<file path="config.mk">
export PLATFORM = sky130hd
export DESIGN_NAME = jtag_dap_tap
export DESIGN_NICKNAME = d
export VERILOG_FILES = /design/src/rtl/jtag_dap_pkg.sv /design/src/rtl/tap_fsm.sv /design/src/rtl/tap_ir.sv /design/src/rtl/tap_fixed_regs.sv /design/src/rtl/dp_access_reg.sv /design/src/rtl/jtag_dap_tap.sv
export SDC_FILE = /design/constraint.sdc
export NUM_CORES = 1
export LEC_CHECK = 0
export BUFFER_PORTS_ARGS = -buffer_cell sky130_fd_sc_hd__buf_2
export CAP_MARGIN = 20
export CORE_ASPECT_RATIO = 0.5
export CORE_MARGIN = 4
export CORE_UTILIZATION = 40
export CTS_BUF_LIST = sky130_fd_sc_hd__clkbuf_4 sky130_fd_sc_hd__clkbuf_8 sky130_fd_sc_hd__clkbuf_16
export CTS_CLUSTER_DIAMETER = 120
export DETAILED_ROUTE_END_ITERATION = 12
export PLACE_DENSITY_LB_ADDON = 0.15
export SETUP_SLACK_MARGIN = 0.5
export SYNTH_ARGS = -nofsm -noshare
export SYNTH_HDL_FRONTEND = slang
export SYNTH_SLANG_ARGS = --single-unit
</file>
<file path="constraint.sdc">
create_clock -name tck -period 2.1 [get_ports tck]
set_input_delay 0.21 -clock tck [delete_from_list [all_inputs] [get_ports tck]]
set_output_delay 0.21 -clock tck [all_outputs]
set_load 0.005 [all_outputs]
</file>
<file path="src/rtl/jtag_dap_pkg.sv">
package jtag_dap_pkg;

  localparam int IR_W = 4;

  typedef enum logic [3:0] {
    TLR, RTI, SEL_DR, CAP_DR, SH_DR, EX1_DR, PAU_DR, EX2_DR, UPD_DR,
    SEL_IR, CAP_IR, SH_IR, EX1_IR, PAU_IR, EX2_IR, UPD_IR
  } tap_state_e;

  localparam logic [IR_W-1:0] INS_BYPASS = 4'b1111;
  localparam logic [IR_W-1:0] INS_IDCODE = 4'b1110;
  localparam logic [IR_W-1:0] INS_DPACC  = 4'b1010;
  localparam logic [IR_W-1:0] IR_CAPTURE = 4'b0001;

  localparam logic [2:0] ACK_OK   = 3'b010;
  localparam logic [2:0] ACK_WAIT = 3'b001;

endpackage

</file>
<file path="src/rtl/tap_fsm.sv">
module tap_fsm
  import jtag_dap_pkg::*;
(
  input  logic       tck,
  input  logic       trst,
  input  logic       tms,
  output tap_state_e state_q
);

  tap_state_e nxt;

  always_comb begin
    case (state_q)
      TLR:     nxt = tms ? TLR    : RTI;
      RTI:     nxt = tms ? SEL_DR : RTI;
      SEL_DR:  nxt = tms ? SEL_IR : CAP_DR;
      CAP_DR:  nxt = tms ? EX1_DR : SH_DR;
      SH_DR:   nxt = tms ? EX1_DR : SH_DR;
      EX1_DR:  nxt = tms ? UPD_DR : PAU_DR;
      PAU_DR:  nxt = tms ? EX2_DR : PAU_DR;
      EX2_DR:  nxt = tms ? UPD_DR : SH_DR;
      UPD_DR:  nxt = tms ? SEL_DR : RTI;
      SEL_IR:  nxt = tms ? TLR    : CAP_IR;
      CAP_IR:  nxt = tms ? EX1_IR : SH_IR;
      SH_IR:   nxt = tms ? EX1_IR : SH_IR;
      EX1_IR:  nxt = tms ? UPD_IR : PAU_IR;
      PAU_IR:  nxt = tms ? EX2_IR : PAU_IR;
      EX2_IR:  nxt = tms ? UPD_IR : SH_IR;
      UPD_IR:  nxt = tms ? SEL_DR : RTI;
      default: nxt = TLR;
    endcase
  end

  always_ff @(posedge tck) begin
    if (trst) state_q <= TLR;
    else      state_q <= nxt;
  end

endmodule

</file>
<file path="src/rtl/tap_ir.sv">
module tap_ir
  import jtag_dap_pkg::*;
(
  input  logic            tck,
  input  logic            trst,
  input  tap_state_e      state,
  input  logic            tdi,
  output logic [IR_W-1:0] ir_q,
  output logic            ir_lsb
);

  logic [IR_W-1:0] sr_q;

  always_ff @(posedge tck) begin
    if (trst || state == TLR) begin
      sr_q <= IR_CAPTURE;
      ir_q <= INS_IDCODE;
    end else begin
      case (state)
        CAP_IR:  sr_q <= IR_CAPTURE;
        SH_IR:   sr_q <= {tdi, sr_q[IR_W-1:1]};
        UPD_IR:  ir_q <= sr_q;
        default: ;
      endcase
    end
  end

  assign ir_lsb = sr_q[0];

endmodule

</file>
<file path="src/rtl/tap_fixed_regs.sv">
module tap_fixed_regs
  import jtag_dap_pkg::*;
#(
  parameter int           ID_W     = 32,
  parameter logic [ID_W-1:0] ID_VALUE = 32'h3BA00477
) (
  input  logic       tck,
  input  logic       trst,
  input  tap_state_e state,
  input  logic       tdi,
  output logic       byp_lsb,
  output logic       id_lsb
);

  logic            byp_q;
  logic [ID_W-1:0] id_q;

  always_ff @(posedge tck) begin
    if (trst) begin
      byp_q <= 1'b0;
      id_q  <= ID_VALUE;
    end else begin
      case (state)
        CAP_DR: begin
          byp_q <= 1'b0;
          id_q  <= ID_VALUE;
        end
        SH_DR: begin
          byp_q <= tdi;
          id_q  <= {tdi, id_q[ID_W-1:1]};
        end
        default: ;
      endcase
    end
  end

  assign byp_lsb = byp_q;
  assign id_lsb  = id_q[0];

endmodule

</file>
<file path="src/rtl/dp_access_reg.sv">
module dp_access_reg
  import jtag_dap_pkg::*;
#(
  parameter int DATA_W = 32,
  parameter int ADDR_W = 2,
  localparam int ACK_W = ADDR_W + 1,
  localparam int REG_W = DATA_W + ACK_W
) (
  input  logic              tck,
  input  logic              trst,
  input  logic              sel,
  input  tap_state_e        state,
  input  logic              tdi,
  input  logic              rsp_valid,
  input  logic [ACK_W-1:0]  rsp_ack,
  input  logic [DATA_W-1:0] rsp_rdata,
  output logic              sr_lsb,
  output logic              req_valid,
  output logic [ADDR_W-1:0] req_addr,
  output logic              req_rnw,
  output logic [DATA_W-1:0] req_wdata
);

  localparam logic [ACK_W-1:0] WAIT_CODE = ACK_W'(ACK_WAIT);

  logic [REG_W-1:0]  sr_q;
  logic [DATA_W-1:0] rdata_q;
  logic [ACK_W-1:0]  ack_q;
  logic              have_rsp_q;

  always_ff @(posedge tck) begin
    if (trst) begin
      sr_q       <= '0;
      rdata_q    <= '0;
      ack_q      <= '0;
      have_rsp_q <= 1'b0;
      req_valid  <= 1'b0;
      req_addr   <= '0;
      req_rnw    <= 1'b0;
      req_wdata  <= '0;
    end else begin
      req_valid <= 1'b0;
      if (rsp_valid) begin
        rdata_q    <= rsp_rdata;
        ack_q      <= rsp_ack;
        have_rsp_q <= 1'b1;
      end
      if (sel) begin
        case (state)
          CAP_DR: sr_q <= {rdata_q, have_rsp_q ? ack_q : WAIT_CODE};
          SH_DR:  sr_q <= {tdi, sr_q[REG_W-1:1]};
          UPD_DR: begin
            req_valid  <= 1'b1;
            req_wdata  <= sr_q[REG_W-1:ADDR_W+1];
            req_addr   <= sr_q[ADDR_W:1];
            req_rnw    <= sr_q[0];
            have_rsp_q <= 1'b0;
          end
          default: ;
        endcase
      end
    end
  end

  assign sr_lsb = sr_q[0];

endmodule

</file>
<file path="src/rtl/jtag_dap_tap.sv">
module jtag_dap_tap
  import jtag_dap_pkg::*;
#(
  parameter int              DATA_W   = 32,
  parameter int              ADDR_W   = 2,
  parameter logic [31:0]     ID_VALUE = 32'h3BA00477,
  localparam int             ACK_W    = ADDR_W + 1
) (
  input  logic              tck,
  input  logic              trst,
  input  logic              tms,
  input  logic              tdi,
  output logic              tdo,
  output logic              req_valid,
  output logic [ADDR_W-1:0] req_addr,
  output logic              req_rnw,
  output logic [DATA_W-1:0] req_wdata,
  input  logic              rsp_valid,
  input  logic [ACK_W-1:0]  rsp_ack,
  input  logic [DATA_W-1:0] rsp_rdata
);

  tap_state_e      tap_state;
  logic [IR_W-1:0] ir_q;
  logic            ir_lsb, byp_lsb, id_lsb, acc_lsb, dr_lsb;
  logic            sel_acc;

  tap_fsm u_fsm (
    .tck(tck), .trst(trst), .tms(tms), .state_q(tap_state)
  );

  tap_ir u_ir (
    .tck(tck), .trst(trst), .state(tap_state), .tdi(tdi),
    .ir_q(ir_q), .ir_lsb(ir_lsb)
  );

  tap_fixed_regs #(.ID_W(32), .ID_VALUE(ID_VALUE)) u_fixed (
    .tck(tck), .trst(trst), .state(tap_state), .tdi(tdi),
    .byp_lsb(byp_lsb), .id_lsb(id_lsb)
  );

  assign sel_acc = (ir_q == INS_DPACC);

  dp_access_reg #(.DATA_W(DATA_W), .ADDR_W(ADDR_W)) u_acc (
    .tck(tck), .trst(trst), .sel(sel_acc), .state(tap_state), .tdi(tdi),
    .rsp_valid(rsp_valid), .rsp_ack(rsp_ack), .rsp_rdata(rsp_rdata),
    .sr_lsb(acc_lsb), .req_valid(req_valid), .req_addr(req_addr),
    .req_rnw(req_rnw), .req_wdata(req_wdata)
  );

  always_comb begin
    if (ir_q == INS_IDCODE) dr_lsb = id_lsb;
    else if (sel_acc)       dr_lsb = acc_lsb;
    else                    dr_lsb = byp_lsb;
  end

  always_ff @(negedge tck) begin
    if (trst) tdo <= 1'b0;
    else begin
      case (tap_state)
        SH_DR:   tdo <= dr_lsb;
        SH_IR:   tdo <= ir_lsb;
        default: tdo <= 1'b0;
      endcase
    end
  end

endmodule

</file>
==> impl_metrics.py, run 1 <==
metrics = {
    "run_status": {
        "outcome": "finished, violations left",
        "violations": "negative setup slack",
    },
    "sta": {
        "final.setup.worst_slack_ns": -0.0852,
        "whs_ns": 0.0191,
        "hold_violations": 0,
        "slew_headroom_pct": 46.5,
        "final.setup_skew_ns": 0.0272,
        "worst_slew_pin_slew_ns": 0.802,
        "slew_viol_final": 0,
        "rsz0062_at_grt": "yes",
        "setup_violations": 2,
    },
    "power_and_ir_drop": {
        "switching_share_pct": 23.8,
        "clockPowerShare_pct": 46.8,
        "max-vdd-ir-drop_v": 0.000577,
        "p_sw_w": 0.00152,
        "power_frac_seq_pct": 46.5,
        "p_int_w": 0.00485,
        "power.share.combinational_pct": 6.6,
        "p_leak_nw": 3.18,
        "p_per_area_nw_per_um2": 786,
    },
    "place": {
        "globalplace.congestion": 0.750,
        "io_buffers": 76,
        "post-dp-hpwl_um": 8870,
        "place_area_um2": 6850,
    },
    "synth": {
        "synth_top_area_share_pct": 48.6,
        "async_flop_share_pct": 0,
        "synth.area.top_cells": "dfxtp_1 (49%), mux2i_1 (12%), a22o_1 (4.9%)",
        "yosys.area.top_type": "dfxtp_1",
        "synthSimpleGateAreaFrac_pct": 19.2,
        "ys_ff_latch": 152,
        "synth_xor_area_share_pct": 0,
        "ys_warn_count": 0,
        "synth_fa_ha_area_share_pct": 0,
        "syn_area_per_cell_um2": 9.38,
        "synth_edf_count": 0,
        "synthCells": 667,
        "synth_cell_type_count": 46,
        "synth_top_family_by_area": "simple AND/OR/NAND/NOR gates",
        "synthMuxAreaShare_pct": 12.2,
        "synth_area_um2": 6250,
        "synth_flop_cell": "dfxtp_1",
        "synth_nets": 707,
        "yosysSeqAreaShare_pct": 48.6,
        "synth_compound_area_share_pct": 14.9,
    },
    "route": {
        "drt-total-wl_um": 16600,
        "route.detailed.drc": 0,
        "via_per_inst": 5.33,
        "drt-initial-drc-count": 317,
        "dr_wl_met2_um": 7100,
        "wl_per_cell_um": 17.2,
        "dr.max_layer_used": "met4",
        "drtAntennaViolNets": 0,
        "vias": 5135,
        "wl_met3_um": 777,
        "wl_met1_um": 8550,
        "first_pass_iters": 5,
    },
    "worst_setup_path": {
        "crit_arrival_ns": 1.49,
        "start_kind": "flip-flop",
        "crit_type": "reg2reg",
        "reg2reg_depth": 2,
        "worstPathRequired_ns": 1.40,
        "cp_max_fo": 2,
        "end_kind": "flip-flop",
    },
    "run": {
        "cap_violations": 0,
    },
    "global_route": {
        "grt_antenna_before_repair": 0,
        "grtUsageTotal_pct": 18.2,
        "grt_max_degree": 93,
        "grt_pass1_vias": 4757,
        "gr-total-overflow": 0,
        "grt_pass1_wl_um": 25600,
    },
    "worst_hold_path": {
        "hold_path_depth": 3,
        "hp-class": "in2reg",
    },
    "floorplanning": {
        "rows": 31,
        "die_h_um": 96.4,
        "core_area_um2": 14900,
        "io_pins": 77,
        "die_area_um2": 17800,
        "start_util_pct": 42.0,
        "die_w_um": 185,
    },
    "clock_tree": {
        "hold_buffers": 0,
        "path_clk_slew_ns": 0.07,
        "cts_root_buffer": "clkbuf_16",
        "insertion_delay_ns": 0.44,
        "clock_path_buffers": 2,
        "cts.sinks": 152,
        "cts_tree": "built",
        "cts_buffers": 17,
        "htreeDepth": 4,
    },
    "cells_and_area": {
        "nets": 792,
        "layout_common_cells": "dfxtp_1 (149), buf_2 (76), mux2i_1 (74)",
        "multi_input_area_um2": 3040,
        "diodes": 0,
        "design_area_um2": 8110,
        "nFillCells": 1337,
        "synthToLayoutAreaGrowth_pct": 29.6,
        "drive_above_1_share_pct": 25.6,
        "layout_commonest_cell": "dfxtp_1",
        "final-seq-area_um2": 3050,
    },
}
[timing repair]
item | 4_1_cts | 5_1_grt
pin swaps | 4 | 48
gates cloned | 4 | 5
setup buffers | 10 | 10
gates resized for setup | 23 | 54
endpoints found under the hold margin | 0 | 0
setup endpoints to repair | 104 | 86
[worst paths after layout]
path	start	end	slack, ns
worst max register to register	u_fsm.state_q[0]	tdo	-0.09
worst min-delay path	rsp_rdata[21]	u_acc.rdata_q[21]	0.02
worst max-delay path	u_fsm.state_q[0]	tdo	-0.09
worst min register to register	u_fixed.id_q[9]	u_fixed.id_q[8]	0.45
[sequential cells by signal, summed over array words and instances (netlist names)]
register	cells
u_fsm.state_q	4
u_ir.sr_q	4
tdo	1
u_acc.req_wdata	32
u_acc.req_valid	1
u_acc.rdata_q	32
u_fixed.id_q	32
u_acc.req_addr	2
u_ir.ir_q	4
u_acc.req_rnw	1
u_acc.have_rsp_q	1
u_acc.sr_q	35
u_acc.ack_q	3
[metrics by stage]
step | instances | power [W] | setup WS, ns | utilization, % | setup TNS [ns]
3_3_place_gp | 902 | 0.00338 | -0.0516 | 46.0 | -0.0516
2_1_floorplan | 667 | 0.00327 | -0.291 | - | -0.291
5_1_grt | 963 | 0.00660 | -0.117 | 54.4 | -0.210
6_report | 963 | 0.00637 | -0.0852 | 54.4 | -0.145
4_1_cts | 948 | 0.00638 | -0.0845 | 51.8 | -0.149
3_5_place_dp | 902 | 0.00338 | -0.0865 | 46.0 | -0.0865
[worst max-delay path, stage by stage, from the launching register on]
cell     delay [ns]
dfxtp_2        0.32
or4b_4         0.54
o32ai_2        0.21
[cells in the mapped netlist, types with 2 or more instances]
cell	n
nor3b_1	2
buf_2	23
nor2b_1	36
a31oi_1	2
nand3_1	56
o21ai_0	19
buf_1	10
and2_1	3
nor2_1	54
nor3_1	15
clkbuf_1	22
nand2b_1	2
and4bb_2	2
a22o_1	35
dfxtp_1	152
o21a_1	2
inv_1	5
a21oi_1	25
mux2i_1	75
a211oi_1	2
nand2_1	61
buf_6	4
nand3b_1	2
a21o_1	2
nand4bb_1	2
o211ai_1	34
[cells by family after synthesis]
logic type | count (synthesis)
AOI/OAI and AO/OA | 130
buffers and inverters | 66
DFF | 152
muxes | 76
and+or+nand+nor | 243
[power groups by stage]
stage / Clock [W] / Combinational [W] / Sequential (W)
CTS: 0.00304 / 0.000376 / 0.00296
floorplan: 0.00000596 / 0.000242 / 0.00302
global placement: 0.00000596 / 0.000346 / 0.00303
finish: 0.00298 / 0.000422 / 0.00296
global route: 0.00318 / 0.000459 / 0.00297
detailed placement: 0.00000596 / 0.000349 / 0.00303
[per-layer routing]
metal  GRT usage [%]  vias up
met3            3.89       15
met1            26.9     2458
met2            26.4      116
met5               0        -
met4            6.11        0
li1                -     2546
[layout make-up]
class,count,share of cell area [%]
clock buffers,20,5.68
clock inverters,13,1.51
inverters,4,0.185
multi-input cells,449,37.5
flip-flops and latches,152,37.6
well taps,198,3.06
repair buffers,127,14.5
Power figures use the tool's default switching activity.
==> run 2: changes to the inputs <==
==> constraint.sdc (replaced) <==
create_clock -name tck -period 2.5 [get_ports tck]
set_input_delay 0.25 -clock tck [delete_from_list [all_inputs] [get_ports tck]]
set_output_delay 0.25 -clock tck [all_outputs]
set_load 0.005 [all_outputs]
==> run 2 against run 1 <==
- final cell count fell by 3.1%
- critical path depth stayed put
- the run now ends clean
- critical path type unchanged
- via count is 3.7% lower
- clock-buffer cell count is 3 lower
- total power shrank 16%
==> impl_metrics.py, run 2 (synthesis gave the netlist of run 1 again) <==
metrics = {
    "clock_tree": {
        "cts_tree": "built",
        "path_clk_slew_ns": 0.07,
        "cts.sinks": 152,
        "hold_buffers": 0,
        "clock_path_buffers": 2,
        "insertion_delay_ns": 0.44,
        "cts_buffers": 17,
        "htreeDepth": 4,
        "cts_root_buffer": "clkbuf_16",
    },
    "route": {
        "drt-total-wl_um": 15200,
        "wl_per_cell_um": 16.3,
        "drtAntennaViolNets": 0,
        "via_per_inst": 5.30,
        "drt-initial-drc-count": 322,
        "first_pass_iters": 4,
        "route.detailed.drc": 0,
        "vias": 4946,
    },
    "worst_setup_path": {
        "cp_max_fo": 2,
        "reg2reg_depth": 2,
        "r2r-end": "tdo",
        "crit_type": "reg2reg",
        "start_kind": "flip-flop",
        "worstPathRequired_ns": 1.60,
        "end_kind": "flip-flop",
        "r2r-start": "u_fsm.state_q[0]",
        "crit_arrival_ns": 1.47,
        "rrSetupSlack_ns": 0.12,
    },
    "global_route": {
        "gr-usage-met2_pct": 25.1,
        "gr-total-overflow": 0,
        "met1_usage_pct": 25.1,
        "grt_antenna_before_repair": 0,
        "grt_pass1_vias": 4521,
        "grtUsageMet3_pct": 4.19,
        "gr-max-usage-layer": "met1",
        "grt_pass1_wl_um": 24100,
        "grt_max_degree": 94,
        "grtUsageTotal_pct": 17.2,
    },
    "cells_and_area": {
        "nFillCells": 1412,
        "diodes": 0,
        "largest_register": "u_acc.sr_q",
        "largest_reg_flops": 35,
        "layout_commonest_cell": "dfxtp_1",
        "layout_common_cells": "dfxtp_1 (150), buf_2 (75), mux2i_1 (74)",
        "nets": 762,
        "drive_above_1_share_pct": 19.6,
        "synthToLayoutAreaGrowth_pct": 19.2,
    },
    "place": {
        "post-dp-hpwl_um": 8840,
        "globalplace.congestion": 0.761,
        "pre_cts_slack_ns": 0.127,
        "io_buffers": 76,
    },
    "sta": {
        "rsz0062_at_grt": "yes",
        "worst_slew_pin_slew_ns": 0.769,
        "slew_viol_final": 0,
        "fin_tns_setup_ns": 0,
        "setup_violations": 0,
        "hold_violations": 0,
        "slew_headroom_pct": 48.7,
        "final.setup.worst_slack_ns": 0.122,
        "final.setup_skew_ns": 0.0272,
    },
    "run_status": {
        "outcome": "complete, no violations",
    },
    "worst_hold_path": {
        "hold_start": "rsp_rdata[24]",
        "hold_path_depth": 3,
        "hold-path-endpoint": "u_acc.rdata_q[24]",
        "hp-class": "in2reg",
    },
    "floorplanning": {
        "io_pins": 77,
        "start_util_pct": 42.0,
        "rows": 31,
        "die_h_um": 96.4,
        "die_area_um2": 17800,
        "core_area_um2": 14900,
        "die_w_um": 185,
    },
    "power_and_ir_drop": {
        "p_per_area_nw_per_um2": 722,
        "max-vdd-ir-drop_v": 0.000498,
        "p_leak_nw": 2.88,
    },
    "run": {
        "cap_violations": 0,
    },
}
==> run 2: stage by stage <==
stage | utilization (%) | cell area (µm²) | hold WS [ns] | instances | power (W)
floorplan | - | 6270 | 0.386 | 667 | 0.00274
global route | 50.1 | 7460 | 0.0597 | 933 | 0.00559
CTS | 49.8 | 7420 | 0.0441 | 930 | 0.00543
global placement | 45.6 | 6790 | 0.440 | 897 | 0.00284
finish | 50.1 | 7460 | 0.0630 | 933 | 0.00538
detailed placement | 45.6 | 6790 | 0.446 | 897 | 0.00284
==> run 2: worst max-delay path, cell delays in order, from the launching register on <==
cell,delay (ns)
dfxtp_1,0.31
or4b_4,0.55
o32ai_2,0.20
==> run 2: worst max-delay path by stage <==
stage / from / end / slack [ns]
2_1_floorplan: u_fsm.state_q[2] / tdo / -0.09
3_3_place_gp: u_fsm.state_q[0] / tdo / 0.14
3_5_place_dp: u_fsm.state_q[0] / tdo / 0.13
4_1_cts: u_fsm.state_q[0] / tdo / 0.12
5_1_grt: tdo / tdo / 0.1
6_report: u_fsm.state_q[0] / tdo / 0.12
==> run 2: routing by layer <==
layer | vias up | share of wire [%]
li1 | 2478 | -
met1 | 2338 | 52
met2 | 114 | 42
met3 | 16 | 4.9
met4 | 0 | 1.2
met5 | - | 0
==> run 2: repair_timing <==
item                                    in CTS  in global routing
gates cloned                                 1                  0
resized for setup                            5                  2
setup buffers                                0                  3
endpoints found under the setup margin      37                 55
pin swaps                                    1                  1
==> run 2: final cells by class <==
type,instances,area (µm²),area share (%)
timing repair buffer,96,582,7.80
multi-input combinational,450,2970,39.8
clock inverter,16,171,2.30
sequential,152,3050,40.9
clock buffer,17,425,5.70
tap,198,248,3.32
inverter,4,15.0,0.201
==> run 2: power breakdown <==
group,internal [W],switching [W],leakage (nW)
Combinational,0.000119,0.000179,1.36
Sequential,0.00246,0.0000239,1.23
Clock,0.00150,0.00110,0.290
==> run 3: changes to the inputs <==
==> constraint.sdc (replaced) <==
create_clock -name tck -period 2 [get_ports tck]
set_input_delay 0.2 -clock tck [delete_from_list [all_inputs] [get_ports tck]]
set_output_delay 0.2 -clock tck [all_outputs]
set_load 0.005 [all_outputs]
==> run 3 against run 2 <==
- via count grew 12%
- cell area is 24% higher
- combinational power rose by 100%
- total power is 28% higher
- clock power up 24%
- the run now ends with negative setup slack left
- sequential power increased by 25%
- register-to-register slack got worse by 0.26 ns
- clock-buffer cell count is 4 higher
- utilization up 12 points
- largest power group unchanged
- global-route usage grew 3.5 points
- clock skew rose by 0.0091 ns
- worst setup slack worse by 0.26 ns
==> impl_metrics.py, run 3 (synthesis gave the netlist of run 1 again) <==
metrics = {
    "run_status": {
        "outcome": "finished, violations left",
        "violations": "negative setup slack",
    },
    "cells_and_area": {
        "synthToLayoutAreaGrowth_pct": 48.4,
        "largest_register": "u_acc.sr_q",
        "nets": 826,
        "multi_input_area_um2": 3570,
        "largest_reg_flops": 35,
        "nFillCells": 1173,
        "layout_commonest_cell": "dfxtp_1",
        "final-seq-area_um2": 3050,
        "design_area_um2": 9280,
        "utilization_pct": 62.3,
        "diodes": 0,
        "drive_above_1_share_pct": 38.7,
        "layout_common_cells": "dfxtp_1 (150), mux2i_1 (75), buf_2 (75)",
    },
    "place": {
        "place_area_um2": 6860,
        "io_buffers": 76,
        "globalplace.congestion": 0.743,
        "post-dp-hpwl_um": 8720,
        "pre_cts_slack_ns": -0.120,
    },
    "sta": {
        "slew_viol_final": 0,
        "worst_slew_pin_slew_ns": 1.03,
        "slew_headroom_pct": 31.6,
        "final.setup_skew_ns": 0.0363,
        "rsz0062_at_grt": "yes",
        "final.setup.worst_slack_ns": -0.134,
        "whs_ns": 0.0111,
        "hold_violations": 0,
        "setup_violations": 2,
    },
    "floorplanning": {
        "die_w_um": 185,
        "io_pins": 77,
        "start_util_pct": 42.0,
        "rows": 31,
        "die_h_um": 96.4,
        "core_area_um2": 14900,
        "die_area_um2": 17800,
    },
    "worst_setup_path": {
        "crit_arrival_ns": 1.49,
        "crit_type": "reg2reg",
        "cpPeakStageDelay_ns": 0.54,
        "end_kind": "flip-flop",
        "r2r-end": "tdo",
        "r2r-start": "u_fsm.state_q[0]",
        "reg2reg_depth": 2,
        "cpMaxStageDelayCell": "or4b_4",
        "cp_max_fo": 2,
        "worstPathRequired_ns": 1.36,
        "crit_chain": "or4b_4, o32ai_2",
        "start_kind": "flip-flop",
        "rrSetupSlack_ns": -0.13,
    },
    "power_and_ir_drop": {
        "p_leak_nw": 3.50,
        "p_per_area_nw_per_um2": 745,
        "power_w": 0.00691,
        "max-vdd-ir-drop_v": 0.000739,
    },
    "clock_tree": {
        "clock_path_buffers": 2,
        "cts_buffers": 17,
        "hold_buffers": 0,
        "cts.sinks": 152,
        "cts_root_buffer": "clkbuf_16",
        "cts_tree": "built",
        "htreeDepth": 4,
        "path_clk_slew_ns": 0.06,
        "insertion_delay_ns": 0.45,
    },
    "global_route": {
        "grt_pass1_wl_um": 28700,
        "grt_pass1_vias": 5220,
        "grtUsageTotal_pct": 20.7,
        "gr-total-overflow": 0,
        "grt_antenna_before_repair": 1,
        "grt_max_degree": 85,
    },
    "route": {
        "drtAntennaViolNets": 0,
        "route.detailed.drc": 0,
        "via_per_inst": 5.58,
        "vias": 5548,
        "drt-total-wl_um": 20000,
        "wl_per_cell_um": 20.1,
        "drt-initial-drc-count": 345,
        "first_pass_iters": 5,
    },
    "worst_hold_path": {
        "hold_start": "rsp_rdata[3]",
        "hp-class": "in2reg",
        "hold-path-endpoint": "u_acc.rdata_q[3]",
        "hold_path_depth": 3,
    },
    "run": {
        "cap_violations": 0,
    },
}
run 3: where the power goes:
part,switching [W],total (W),leakage [nW],internal (W)
logic,0.000308,0.000595,1.98,0.000287
clock network,0.00126,0.00320,0.284,0.00195
registers,0.0000327,0.00312,1.23,0.00308
total,0.00160,0.00691,3.50,0.00532
run 3: area by class of cell:
type | count | area share [%]
Clock buffer | 21 | 5.16
Clock inverter | 9 | 1.09
Inverter | 4 | 0.162
Multi-Input combinational cell | 449 | 38.5
Sequential cell | 152 | 32.8
Tap cell | 198 | 2.67
Timing Repair Buffer | 161 | 19.6
run 3: worst max path at each step:
stage / from / to / slack, ns / cells past startpoint
floorplan: u_fsm.state_q[2] / tdo / -0.34 / 4
global placement: u_fsm.state_q[0] / tdo / -0.11 / 2
detailed placement: u_fsm.state_q[0] / tdo / -0.12 / 2
CTS: u_fsm.state_q[0] / tdo / -0.11 / 2
global route: u_fsm.state_q[0] / tdo / -0.17 / 2
finish: u_fsm.state_q[0] / tdo / -0.13 / 2
run 3: stage by stage:
stage | setup TNS [ns] | instances
after floorplan | -0.341 | 667
after global placement | -0.108 | 903
after detailed placement | -0.120 | 903
after CTS | -0.195 | 969
after global routing | -0.298 | 994
final | -0.234 | 994
run 3: repair_timing:
action	CTS	global route
cloned	16	12
setup endpoints to repair	105	117
buffers inserted	21	13
pin swaps	41	67
gates resized for setup	113	89
run 3: per-layer routing:
metal	track usage [%]	routed length, µm
met3	3.89	1380
met2	32.7	9190
met1	29.3	9140
met5	0	14
met4	5.62	295
run 3: critical path: cells and delay by family (launching register included):
family | cells | cell delay [ns]
compound gates | 1 | 0.22
flops | 1 | 0.32
simple gates | 1 | 0.54
